## src/rtl/nand_ecc_pkg.sv

```systemverilog
package nand_ecc_pkg;
    localparam int DEF_BYTE_W    = 8;
    localparam int DEF_BLK_BYTES = 256;

    typedef enum logic {
        HALF_LO = 1'b0,
        HALF_HI = 1'b1
    } half_e;
endpackage

```

## src/rtl/nand_ecc_contrib.sv

```systemverilog
// Per-byte contribution: which parity bits one byte toggles at a given index.
module nand_ecc_contrib #(
    parameter int BYTE_W = 8,
    parameter int IDX_W  = 8,
    localparam int BIT_AW = $clog2(BYTE_W),
    localparam int WORD_W = IDX_W + BIT_AW
) (
    input  logic [BYTE_W-1:0] data,
    input  logic [IDX_W-1:0]  idx,
    output logic [WORD_W-1:0] contrib_p,
    output logic [WORD_W-1:0] contrib_n
);
    logic              par;
    logic [BIT_AW-1:0] in_p;
    logic [BIT_AW-1:0] in_n;
    logic [IDX_W-1:0]  ix_p;
    logic [IDX_W-1:0]  ix_n;

    assign par = ^data;

    // in-byte position bits: split the byte by each bit-number bit
    always_comb begin
        in_p = '0;
        in_n = '0;
        for (int k = 0; k < BIT_AW; k++) begin
            for (int j = 0; j < BYTE_W; j++) begin
                if (j[k]) in_p[k] = in_p[k] ^ data[j];
                else      in_n[k] = in_n[k] ^ data[j];
            end
        end
    end

    // byte-index bits: whole-byte parity lands on one side of each pair
    for (genvar gk = 0; gk < IDX_W; gk++) begin : g_idx
        assign ix_p[gk] =  idx[gk] & par;
        assign ix_n[gk] = ~idx[gk] & par;
    end

    assign contrib_p = {ix_p, in_p};
    assign contrib_n = {ix_n, in_n};
endmodule

```

## src/rtl/nand_ecc_seq.sv

```systemverilog
// Byte counter, half select and done flag.
module nand_ecc_seq #(
    parameter int IDX_W = 8
) (
    input  logic             clk,
    input  logic             rst_n,
    input  logic             clr,
    input  logic             page_512,
    input  logic             byte_vld,
    output logic             fire,
    output logic             upper,
    output logic [IDX_W-1:0] idx,
    output logic             done
);
    typedef struct packed {
        logic [IDX_W:0] cnt;
        logic           done;
    } seq_t;

    seq_t st_d, st_q;
    logic is_last;

    assign fire    = byte_vld & ~st_q.done & ~clr;
    assign is_last = (st_q.cnt[IDX_W-1:0] == '1) && (!page_512 || st_q.cnt[IDX_W]);

    always_comb begin
        st_d = st_q;
        if (clr) begin
            st_d.cnt  = '0;
            st_d.done = 1'b0;
        end else if (fire) begin
            st_d.cnt = st_q.cnt + 1'b1;
            if (is_last) st_d.done = 1'b1;
        end
    end

    always_ff @(posedge clk or negedge rst_n) begin
        if (!rst_n) st_q <= '0;
        else        st_q <= st_d;
    end

    assign upper = page_512 & st_q.cnt[IDX_W];
    assign idx   = st_q.cnt[IDX_W-1:0];
    assign done  = st_q.done;
endmodule

```

## src/rtl/nand_ecc_bank.sv

```systemverilog
// One parity word pair for one half-page.
module nand_ecc_bank #(
    parameter int WORD_W = 11
) (
    input  logic              clk,
    input  logic              rst_n,
    input  logic              clr,
    input  logic              en,
    input  logic [WORD_W-1:0] contrib_p,
    input  logic [WORD_W-1:0] contrib_n,
    output logic [WORD_W-1:0] acc_p,
    output logic [WORD_W-1:0] acc_n
);
    typedef struct packed {
        logic [WORD_W-1:0] p;
        logic [WORD_W-1:0] n;
    } acc_t;

    acc_t st_d, st_q;

    always_comb begin
        st_d = st_q;
        if (clr) begin
            st_d = '0;
        end else if (en) begin
            st_d.p = st_q.p ^ contrib_p;
            st_d.n = st_q.n ^ contrib_n;
        end
    end

    always_ff @(posedge clk or negedge rst_n) begin
        if (!rst_n) st_q <= '0;
        else        st_q <= st_d;
    end

    assign acc_p = st_q.p;
    assign acc_n = st_q.n;
endmodule

```

## src/rtl/nand_ecc_gen.sv

```systemverilog
module nand_ecc_gen
    import nand_ecc_pkg::*;
#(
    parameter int BYTE_W    = DEF_BYTE_W,
    parameter int BLK_BYTES = DEF_BLK_BYTES,
    localparam int IDX_W    = $clog2(BLK_BYTES),
    localparam int BIT_AW   = $clog2(BYTE_W),
    localparam int WORD_W   = IDX_W + BIT_AW,
    localparam int NUM_HALF = 2
) (
    input  logic              clk,
    input  logic              rst_n,
    input  logic              ecc_clr,
    input  logic              page_512,
    input  logic              byte_vld,
    input  logic [BYTE_W-1:0] byte_data,
    output logic [WORD_W-1:0] ecc_lo_p,
    output logic [WORD_W-1:0] ecc_lo_n,
    output logic [WORD_W-1:0] ecc_hi_p,
    output logic [WORD_W-1:0] ecc_hi_n,
    output logic              done
);
    logic              fire;
    logic              upper;
    logic [IDX_W-1:0]  idx;
    logic [WORD_W-1:0] contrib_p;
    logic [WORD_W-1:0] contrib_n;
    logic [WORD_W-1:0] acc_p [NUM_HALF];
    logic [WORD_W-1:0] acc_n [NUM_HALF];
    half_e             half_sel;

    nand_ecc_seq #(.IDX_W(IDX_W)) u_seq (
        .clk      (clk),
        .rst_n    (rst_n),
        .clr      (ecc_clr),
        .page_512 (page_512),
        .byte_vld (byte_vld),
        .fire     (fire),
        .upper    (upper),
        .idx      (idx),
        .done     (done)
    );

    nand_ecc_contrib #(.BYTE_W(BYTE_W), .IDX_W(IDX_W)) u_contrib (
        .data      (byte_data),
        .idx       (idx),
        .contrib_p (contrib_p),
        .contrib_n (contrib_n)
    );

    assign half_sel = upper ? HALF_HI : HALF_LO;

    for (genvar h = 0; h < NUM_HALF; h++) begin : g_bank
        logic en_h;
        assign en_h = fire && (half_sel == half_e'(h));
        nand_ecc_bank #(.WORD_W(WORD_W)) u_bank (
            .clk       (clk),
            .rst_n     (rst_n),
            .clr       (ecc_clr),
            .en        (en_h),
            .contrib_p (contrib_p),
            .contrib_n (contrib_n),
            .acc_p     (acc_p[h]),
            .acc_n     (acc_n[h])
        );
    end

    assign ecc_lo_p = acc_p[HALF_LO];
    assign ecc_lo_n = acc_n[HALF_LO];
    assign ecc_hi_p = acc_p[HALF_HI];
    assign ecc_hi_n = acc_n[HALF_HI];
endmodule

```

## config.mk

```make
export PLATFORM = sky130hd
export DESIGN_NAME = nand_ecc_gen
export DESIGN_NICKNAME = d
export VERILOG_FILES = /design/src/rtl/nand_ecc_pkg.sv /design/src/rtl/nand_ecc_contrib.sv /design/src/rtl/nand_ecc_seq.sv /design/src/rtl/nand_ecc_bank.sv /design/src/rtl/nand_ecc_gen.sv
export SDC_FILE = /design/constraint.sdc
export NUM_CORES = 1
export LEC_CHECK = 0
export ABC_AREA = 1
export BUFFER_PORTS_ARGS = -buffer_cell sky130_fd_sc_hd__buf_2
export CAP_MARGIN = 5
export CORE_MARGIN = 1.5
export CORE_UTILIZATION = 50
export DETAILED_ROUTE_END_ITERATION = 16
export PLACE_DENSITY = 0.73
export SLEW_MARGIN = 20
export SYNTH_ARGS = -nofsm -noshare
export SYNTH_HDL_FRONTEND = slang
export SYNTH_HIERARCHICAL = 1
export SYNTH_SLANG_ARGS = --single-unit
```

## constraint.sdc

```tcl
create_clock -name clk -period 3.9 [get_ports clk]
set_input_delay 0.39 -clock clk [delete_from_list [all_inputs] [get_ports clk]]
set_output_delay 0.39 -clock clk [all_outputs]
set_load 0.03 [all_outputs]
```

Yosys cells after proc, flatten, opt, wreduce, memory -nomap -nowiden
Cells that the tools add are included.

word-level totals
  flip-flop bits (word level) = 54
  input bits = 13
  output and inout bits = 45
  word-level logic and storage cells = 78

operators by class
  $add $sub $neg = 1
  eq/ne operators = 1
  multiplexer cells = 8
  bitwise logic cells = 51
  reduce and logical (&&, ||, !) cells = 11

operator list
  cell                   count
  $mux W22               4
  $xor A11 B11 Y11       4
  $mux W10               2
  $and A1 B1 Y1          19
  $xor A1 B1 Y1          17
  $not A1 Y1             11
  $add A9 B1 Y9 const B  1
  $eq A8 B8 Y1 const B   1
  $reduce_bool A2 Y1     4
  $reduce_xor A8 Y1      1
  $logic_and A1 B1 Y1    3
  $mux W1                2
  $reduce_and A2 Y1      1
  $logic_not A1 Y1       1
  $logic_or A1 B1 Y1     1

Logic depth before layout (Yosys ltp)
Gate-level depths: netlist (run 1).

  word-level depth = 6
  gate-level depth with buffers = 13
  gate-level depth less buffers = 12

Modules after synthesis
Netlist (run 1), hierarchy kept.

modules (own cells, without submodules)
  module            times used  cells each  area each (um^2)  seq. area each (um^2)
  nand_ecc_bank     2           118         1,006.0           550.5
  nand_ecc_seq      1           80          606.8             250.2
  nand_ecc_contrib  1           76          406.6             0.0
  nand_ecc_gen      1           4           17.5              0.0

Least setup slack after synthesis (run 1)
OpenSTA, ideal clock, no wires.

  path kind = register to register
  from = register u_seq.st_q (netlist bit u_seq/done)
  to = register g_bank[0].u_bank.st_q (netlist bit g_bank[0].u_bank/acc_n[0])
  library setup time = 0.120 ns
  data arrival time = 1.399 ns
  data required time = 3.780 ns
  setup slack = 2.381 ns
  cell stages (with the launch flop) = 13
  buffers on the path = 2
  period minus slack after synthesis = 1.519 ns
  path through = dfrtp_1 inv_2 nand2_2 inv_1 nand2_1 inv_1 inv_1 nor2_2 buf_6 buf_6 nand3_1 nand2_1 nor2_1

between the ends
  longest elaborated chain between the ends = 5

RTL lines
  element                              RTL line             RTL
  start: declaration                   nand_ecc_seq.sv:20   seq_t st_d, st_q;
  start signal: assignment             nand_ecc_seq.sv:39   else st_q <= st_d;
  $not A1 Y1                           nand_ecc_seq.sv:23   assign fire = byte_vld & ~st_q.done & ~clr;
  $and A1 B1 Y1 (2 in a row)           nand_ecc_seq.sv:23
  net fire                             nand_ecc_gen.sv:23   logic fire;
  $logic_and A1 B1 Y1                  nand_ecc_gen.sv:55   assign en_h = fire && (half_sel == half_e'(h));
  net g_bank[0].en_h                   nand_ecc_gen.sv:54   logic en_h;
  $reduce_bool A2 Y1 (no source line)  --
  end signal: assignment               nand_ecc_bank.sv:33  else st_q <= st_d;
  end: declaration                     nand_ecc_bank.sv:19  acc_t st_d, st_q;

The timed path passes the listed nets, and every way through them passes these cells.
A chain may end at the register's enable or synchronous reset.

Worst setup path after layout (run 1)
  from = register u_seq.st_q (netlist bit u_seq/done)
  to = register g_bank[0].u_bank.st_q (netlist bit g_bank[0].u_bank/acc_p[1])

The elaborated chain is that of the path after synthesis.

==> metrics.yaml, run 1 <==
stdcell_count: 515
r2r_cells: 11
wl_met3_um: 301
grt_use_total_pct: 20.6
finalHoldViolCount: 0
vias_per_cell: 5.14
crit_top_cell: "inv_1"
io_buffers: 57
critical-path-max-stage-delay_ns: 0.57
chipHeight_um: 81.0
met1Wirelength_um: 2780
post-route-min-period_ns: 2.14
chipWidth_um: 81.0
timing.final.crit_share_pct: 54.8
die_area_sq_mm: 0.00656
grt_first_pass_wirelength_um: 10500
drtAntennaViolNets: 0
synth_top_area_share_pct: 44.4
drive_gt1_share_pct: 22.5
syn_to_final_growth_pct: 9.21
yosys_register_bits: 54
drc_errors: 0
crit_family: "simple AND/OR/NAND/NOR gates"
synthTopCellsByArea: "dfrtp_1, nand2_1, nand3_1, a21oi_1, nor2_1"
htree_levels: 2
synth_cell_types: 22
clock_path_buffers: 2
rsz0062_at_grt: "false"
worstHoldPathType: "input port to asynchronous set/reset pin"
wl_met2_um: 3250
switchingPower_mw: 0.341
skew_ns: 0.00434
ctsResizeCount: 0
via_count: 2646
worstSetupEndpointType: "flop"
drt-total-wl_um: 6390
final_util_pct: 56.5
cts_setup_buffers: 0
seq_area_frac_synth_pct: 44.4
n_antenna_cell: 0
hpwlAfterDp_um: 4530
slew_headroom_pct: 46.3
cp_max_fo: 24
critPathRequiredTime_ns: 4.11
netlist_instances: 396
p_int_mw: 0.775
fin_nets: 453
top_level_ports: 58
cp_cell_sequence: "inv_2 > nand2_2 > inv_1 > nand2_1 > inv_1 > inv_1 > nor2_2 > buf_4 > nand3_1 > nand2_1 > nor2_1"
antenna_found_initial: 0
setup_viol: 0
insertion_delay_ns: 0.31
cap_violations: 0
clock-root-buffer: "clkbuf_8"
path_buf_inv: 5
p_leak_nw: 1.74
cts_tree: "built"
p_comb_share_pct: 17.3
hold_buffers: 0
fill_cells: 565
synth_fp_nets: 410
p_clk_share_pct: 30.2
grt_max_degree: 45
worstPathArrival_ns: 2.35
power-per-cell-area_mw_per_mm2: 336
core_sq_mm: 0.00589
drtIter0Drc: 155
worst_pin_slew_ns: 0.804
critPathSlowestCell: "nor2_2"
slew_violations: 0
synth_top_area_cell: "dfrtp_1"
place_congestion: 0.855
rows: 28
cp_num_cells: 11
worstReg2RegEnd: "g_bank[0].u_bank/acc_p[1]"
crit_type: "flop to flop"
synth_area_per_cell_sq_um: 7.68
fmax_mhz: 468
cts_sinks: 54
pwr-share-seq_pct: 52.5
grt_pass1_vias: 2339
endpoint: "g_bank[0].u_bank/acc_p[1]"
vdd_ir_drop_max_uv: 166
r2r-start: "u_seq/done"
numCtsBuffers: 5
gr-total-overflow: 0
dp.cells: 507
start_util_pct: 51.7
wl_per_cell_um: 12.4
tns_ns: 0
clkTransAtPathRegs_ns: 0.10
netSwitchingFraction_pct: 30.6
r2r_slack_ns: 1.76
syn_area_sq_mm: 0.00304
dr.max_layer_used: "met4"
first_pass_iters: 4
critPathLaunchType: "flop"
status: "finished, final reports clean"
cp-startpoint: "u_seq/done"
ys_warn_count: 6
==> worst register-to-register path: cells and delay by family (launching register included) <==
kind / cells / cell delay [ns]
buffers and inverters: 5 / 0.67
AND/OR/NAND/NOR: 6 / 0.97
flip-flops: 1 / 0.40
==> area by class of cell <==
cell class / count / area [sq um] / area share [%]
multi-input combinational: 286 / 1360 / 40.8
tap: 75 / 93.8 / 2.82
inverter: 33 / 124 / 3.73
clock inverter: 2 / 16.3 / 0.489
timing repair buffer: 59 / 300 / 9.04
sequential: 54 / 1350 / 40.7
clock buffer: 6 / 82.6 / 2.48
==> power by group through the flow <==
stage / combinational [mW] / clock, mW / sequential, mW
finish: 0.193 / 0.337 / 0.586
global route: 0.215 / 0.374 / 0.588
CTS: 0.196 / 0.350 / 0.586
detailed placement: 0.195 / 0 / 0.597
global placement: 0.191 / 0 / 0.596
floorplan: 0.128 / 0 / 0.618
==> cells in the final DEF, fill, tap and decap left out, types with 5 or more instances in the layout <==
cell	count
buf_2	57
inv_1	27
dfrtp_1	54
inv_2	5
nand2_2	8
a21oi_1	47
xnor2_1	7
clkbuf_8	6
nor2_2	12
nor2_1	60
nand2_1	89
nand3_1	49
==> flip-flops by register name, indices dropped and copies added, names as in the netlist <==
| signal | cells |
|---|---|
| u_seq/done | 1 |
| g_bank.u_bank/acc_n | 22 |
| g_bank.u_bank/acc_p | 22 |
| u_seq/st_q | 1 |
| u_seq/idx | 8 |
==> routing by layer <==
layer	track usage [%]	up-vias
met2	35.4	49
met4	6.38	0
met5	0	-
met1	25.9	1264
li1	-	1329
met3	4.27	4
==> worst min path at each step <==
stage	from	endpoint	slack, ns	cells past startpoint
2_1_floorplan	rst_n	g_bank[0].u_bank/acc_n[0]	0.09	0
3_3_place_gp	rst_n	g_bank[1].u_bank/acc_n[1]	0.43	1
3_5_place_dp	rst_n	g_bank[1].u_bank/acc_n[1]	0.43	1
4_1_cts	rst_n	g_bank[0].u_bank/acc_n[6]	0.08	1
5_1_grt	rst_n	g_bank[0].u_bank/acc_n[6]	0.10	1
6_report	rst_n	g_bank[0].u_bank/acc_n[6]	0.07	1
==> stage by stage <==
stage	worst slack [ns]	instance area (sq um)	hold slack [ns]	power [mW]
3_3_place_gp	1.68	3220	0.432	0.787
2_1_floorplan	2.38	3040	0.0944	0.746
6_report	1.76	3320	0.0659	1.12
4_1_cts	1.76	3320	0.0760	1.13
5_1_grt	1.52	3320	0.102	1.18
3_5_place_dp	1.66	3220	0.426	0.793
==> kinds of logic (layout without fill, tap and decap cells) <==
kind of cell,after synthesis,count (layout),share of synthesized area (%)
AO/OA/AOI/OAI,50,50,8.22
XOR/XNOR,9,9,2.59
adder cells (fa/ha/maj),1,1,0.411
buffers and inverters,56,100,11.1
flip-flops,54,54,44.4
AND/OR/NAND/NOR,226,226,33.3
==> cells in the mapped netlist (all sizes together) <==
cell and instances:
a21oi 47, inv 32, ha 1, xor2 2
dfrtp 54, buf 23, nand2 98, nor2 76
o21ai 3, nand3 51, xnor2 7, nand3b 1
clkinv 1
Note: power is estimated with default switching activity, not from simulation.
==> run 2: changes to the inputs <==
==> constraint.sdc (replaced) <==
create_clock -name clk -period 2.1 [get_ports clk]
set_input_delay 0.21 -clock clk [delete_from_list [all_inputs] [get_ports clk]]
set_output_delay 0.21 -clock clk [all_outputs]
set_load 0.03 [all_outputs]
==> metrics.yaml, run 2 (same netlist as run 1, synthesis figures left out) <==
grt_use_total_pct: 21.9  # was 20.6%
r2r_cells: 11  # unchanged
crit_top_cell: "inv_1"  # unchanged
p_clk_share_pct: 29.7  # was 30.2%
fin_nets: 459  # was 453
netSwitchingFraction_pct: 30.6  # about the same
layout_commonest_cell: "nand2_1"  # unchanged
setup_viol: 0  # unchanged
finalHoldViolCount: 0  # unchanged
critPathRequiredTime_ns: 2.31  # was 4.11 ns
layout_common_cells: "nand2_1, nor2_1, buf_2"  # unchanged
clock_path_buffers: 2  # unchanged
wl_per_cell_um: 12.9  # was 12.4 um
r2r-start: "u_seq/done"  # unchanged
dp.cells: 512  # was 507
cp_max_fo: 22  # was 24
syn_to_final_growth_pct: 11.1  # was 9.21%
status: "finished, final reports clean"  # unchanged
power-per-cell-area_mw_per_mm2: 614  # was 336 mW/mm^2
antenna_found_initial: 0  # unchanged
hpwlAfterDp_um: 4790  # was 4530 um
gr-total-overflow: 0  # unchanged
chipHeight_um: 81.0  # unchanged
worstPathArrival_ns: 1.75  # was 2.35 ns
chipWidth_um: 81.0  # unchanged
core_sq_mm: 0.00589  # unchanged
worst_pin_slew_ns: 0.686  # was 0.804 ns
grt_first_pass_wirelength_um: 11200  # was 10500 um
cp-startpoint: "u_seq/done"  # unchanged
grt_pass1_vias: 2478  # was 2339
die_area_sq_mm: 0.00656  # unchanged
clkTransAtPathRegs_ns: 0.10  # about the same
critical-path-max-stage-delay_ns: 0.40  # was 0.57 ns
critPathSlowestCell: "dfrtp_1"  # was nor2_2
r2r_slack_ns: 0.56  # was 1.76 ns
grt_max_degree: 30  # was 45
cp_cell_sequence: "inv_2 > nand2_2 > inv_1 > nand2_1 > inv_1 > inv_1 > nor2_2 > buf_4 > nand3_1 > nand2_1 > nor2_1"  # unchanged
drtAntennaViolNets: 0  # unchanged
endpoint: "g_bank[0].u_bank/acc_p[3]"  # was g_bank[0].u_bank/acc_p[1]
skew_ns: 0.00629  # was 0.00434 ns
crit_type: "flop to flop"  # unchanged
cp_num_cells: 11  # unchanged
vias_per_cell: 5.21  # was 5.14
top_level_ports: 58  # unchanged
tns_ns: 0  # unchanged
via_count: 2713  # was 2646
worstSetupEndpointType: "flop"  # unchanged
worstHoldPathType: "input port to flop"  # was input port to asynchronous set/reset pin
timing.final.ws_setup_ns: 0.562  # was 1.76 ns
p_comb_share_pct: 17.8  # was 17.3%
cts_tree: "built"  # unchanged
switchingPower_mw: 0.635  # was 0.341 mW
cts_sinks: 54  # unchanged
n_antenna_cell: 0  # unchanged
post-route-min-period_ns: 1.54  # was 2.14 ns
stdcell_count: 521  # was 515
clock-root-buffer: "clkbuf_8"  # unchanged
drt-total-wl_um: 6720  # was 6390 um
rows: 28  # unchanged
fmax_mhz: 650  # was 468 MHz
insertion_delay_ns: 0.31  # about the same
p_leak_nw: 1.78  # was 1.74 nW
worstReg2RegEnd: "g_bank[0].u_bank/acc_p[3]"  # was g_bank[0].u_bank/acc_p[1]
place_congestion: 0.864  # was 0.855
dp_slack_ns: 0.468  # was 1.66 ns
drive_gt1_share_pct: 23.1  # was 22.5%
io_buffers: 57  # unchanged
critPathLaunchType: "flop"  # unchanged
rsz0062_at_grt: "false"  # unchanged
first_pass_iters: 5  # was 4
cap_violations: 0  # unchanged
numCtsBuffers: 5  # unchanged
htree_levels: 2  # unchanged
start_util_pct: 51.7  # unchanged
vdd_ir_drop_max_uv: 412  # was 166 uV
pwr-share-seq_pct: 52.5  # about the same
ctsResizeCount: 0  # unchanged
slew_headroom_pct: 54.3  # was 46.3%
slew_violations: 0  # unchanged
timing.final.crit_share_pct: 73.2  # was 54.8%
p_int_mw: 1.44  # was 0.775 mW
fill_cells: 556  # was 565
drc_errors: 0  # unchanged
drtIter0Drc: 190  # was 155
crit_family: "buffers and inverters"  # was simple AND/OR/NAND/NOR gates
path_buf_inv: 5  # unchanged
## run 2: cell type report
cell class	count	area, sq um	share of cell area [%]
multi-input combinational	286	1360	40.1
inverter	33	124	3.67
tap	75	93.8	2.78
clock buffer	6	82.6	2.44
clock inverter	2	12.5	0.370
sequential	54	1350	40.0
timing repair buffer	65	360	10.7
## run 2: what timing repair did
item                      CTS  global route
hold buffers                1             0
setup buffers               0             0
hold endpoints to repair   28             0
## run 2: power groups by stage
stage	sequential, mW	clock, mW	combinational, mW
2_1_floorplan	1.15	0	0.238
3_3_place_gp	1.11	0	0.362
3_5_place_dp	1.11	0	0.371
4_1_cts	1.09	0.626	0.374
5_1_grt	1.09	0.677	0.412
6_report	1.09	0.616	0.369
## run 2: worst min-delay path by stage
stage / startpoint / end / slack [ns] / depth (start not counted)
after floorplan: rst_n / g_bank[0].u_bank/acc_n[0] / -0.09 / 0
after CTS: ecc_clr / u_seq/done / 0.09 / 2
after global placement: rst_n / g_bank[1].u_bank/acc_n[0] / 0.29 / 1
after detailed placement: rst_n / g_bank[0].u_bank/acc_n[9] / 0.30 / 1
after global routing: ecc_clr / u_seq/done / 0.12 / 2
final: ecc_clr / u_seq/done / 0.1 / 2
## run 2: through the flow
step / hold slack, ns / cell area (sq um) / total power [mW] / util (%)
3_3_place_gp: 0.287 / 3270 / 1.47 / 55.6
4_1_cts: 0.0878 / 3380 / 2.09 / 57.4
3_5_place_dp: 0.298 / 3270 / 1.48 / 55.6
6_report: 0.0986 / 3380 / 2.07 / 57.4
2_1_floorplan: -0.0856 / 3040 / 1.38 / -
5_1_grt: 0.119 / 3380 / 2.18 / 57.4
## run 2: metal layers
layer / track usage (%) / part of all wire (%)
met3: 4.27 / 6.1
met4: 5.34 / 0.74
met5: 0 / 0
met2: 37.7 / 48
met1: 28.4 / 45
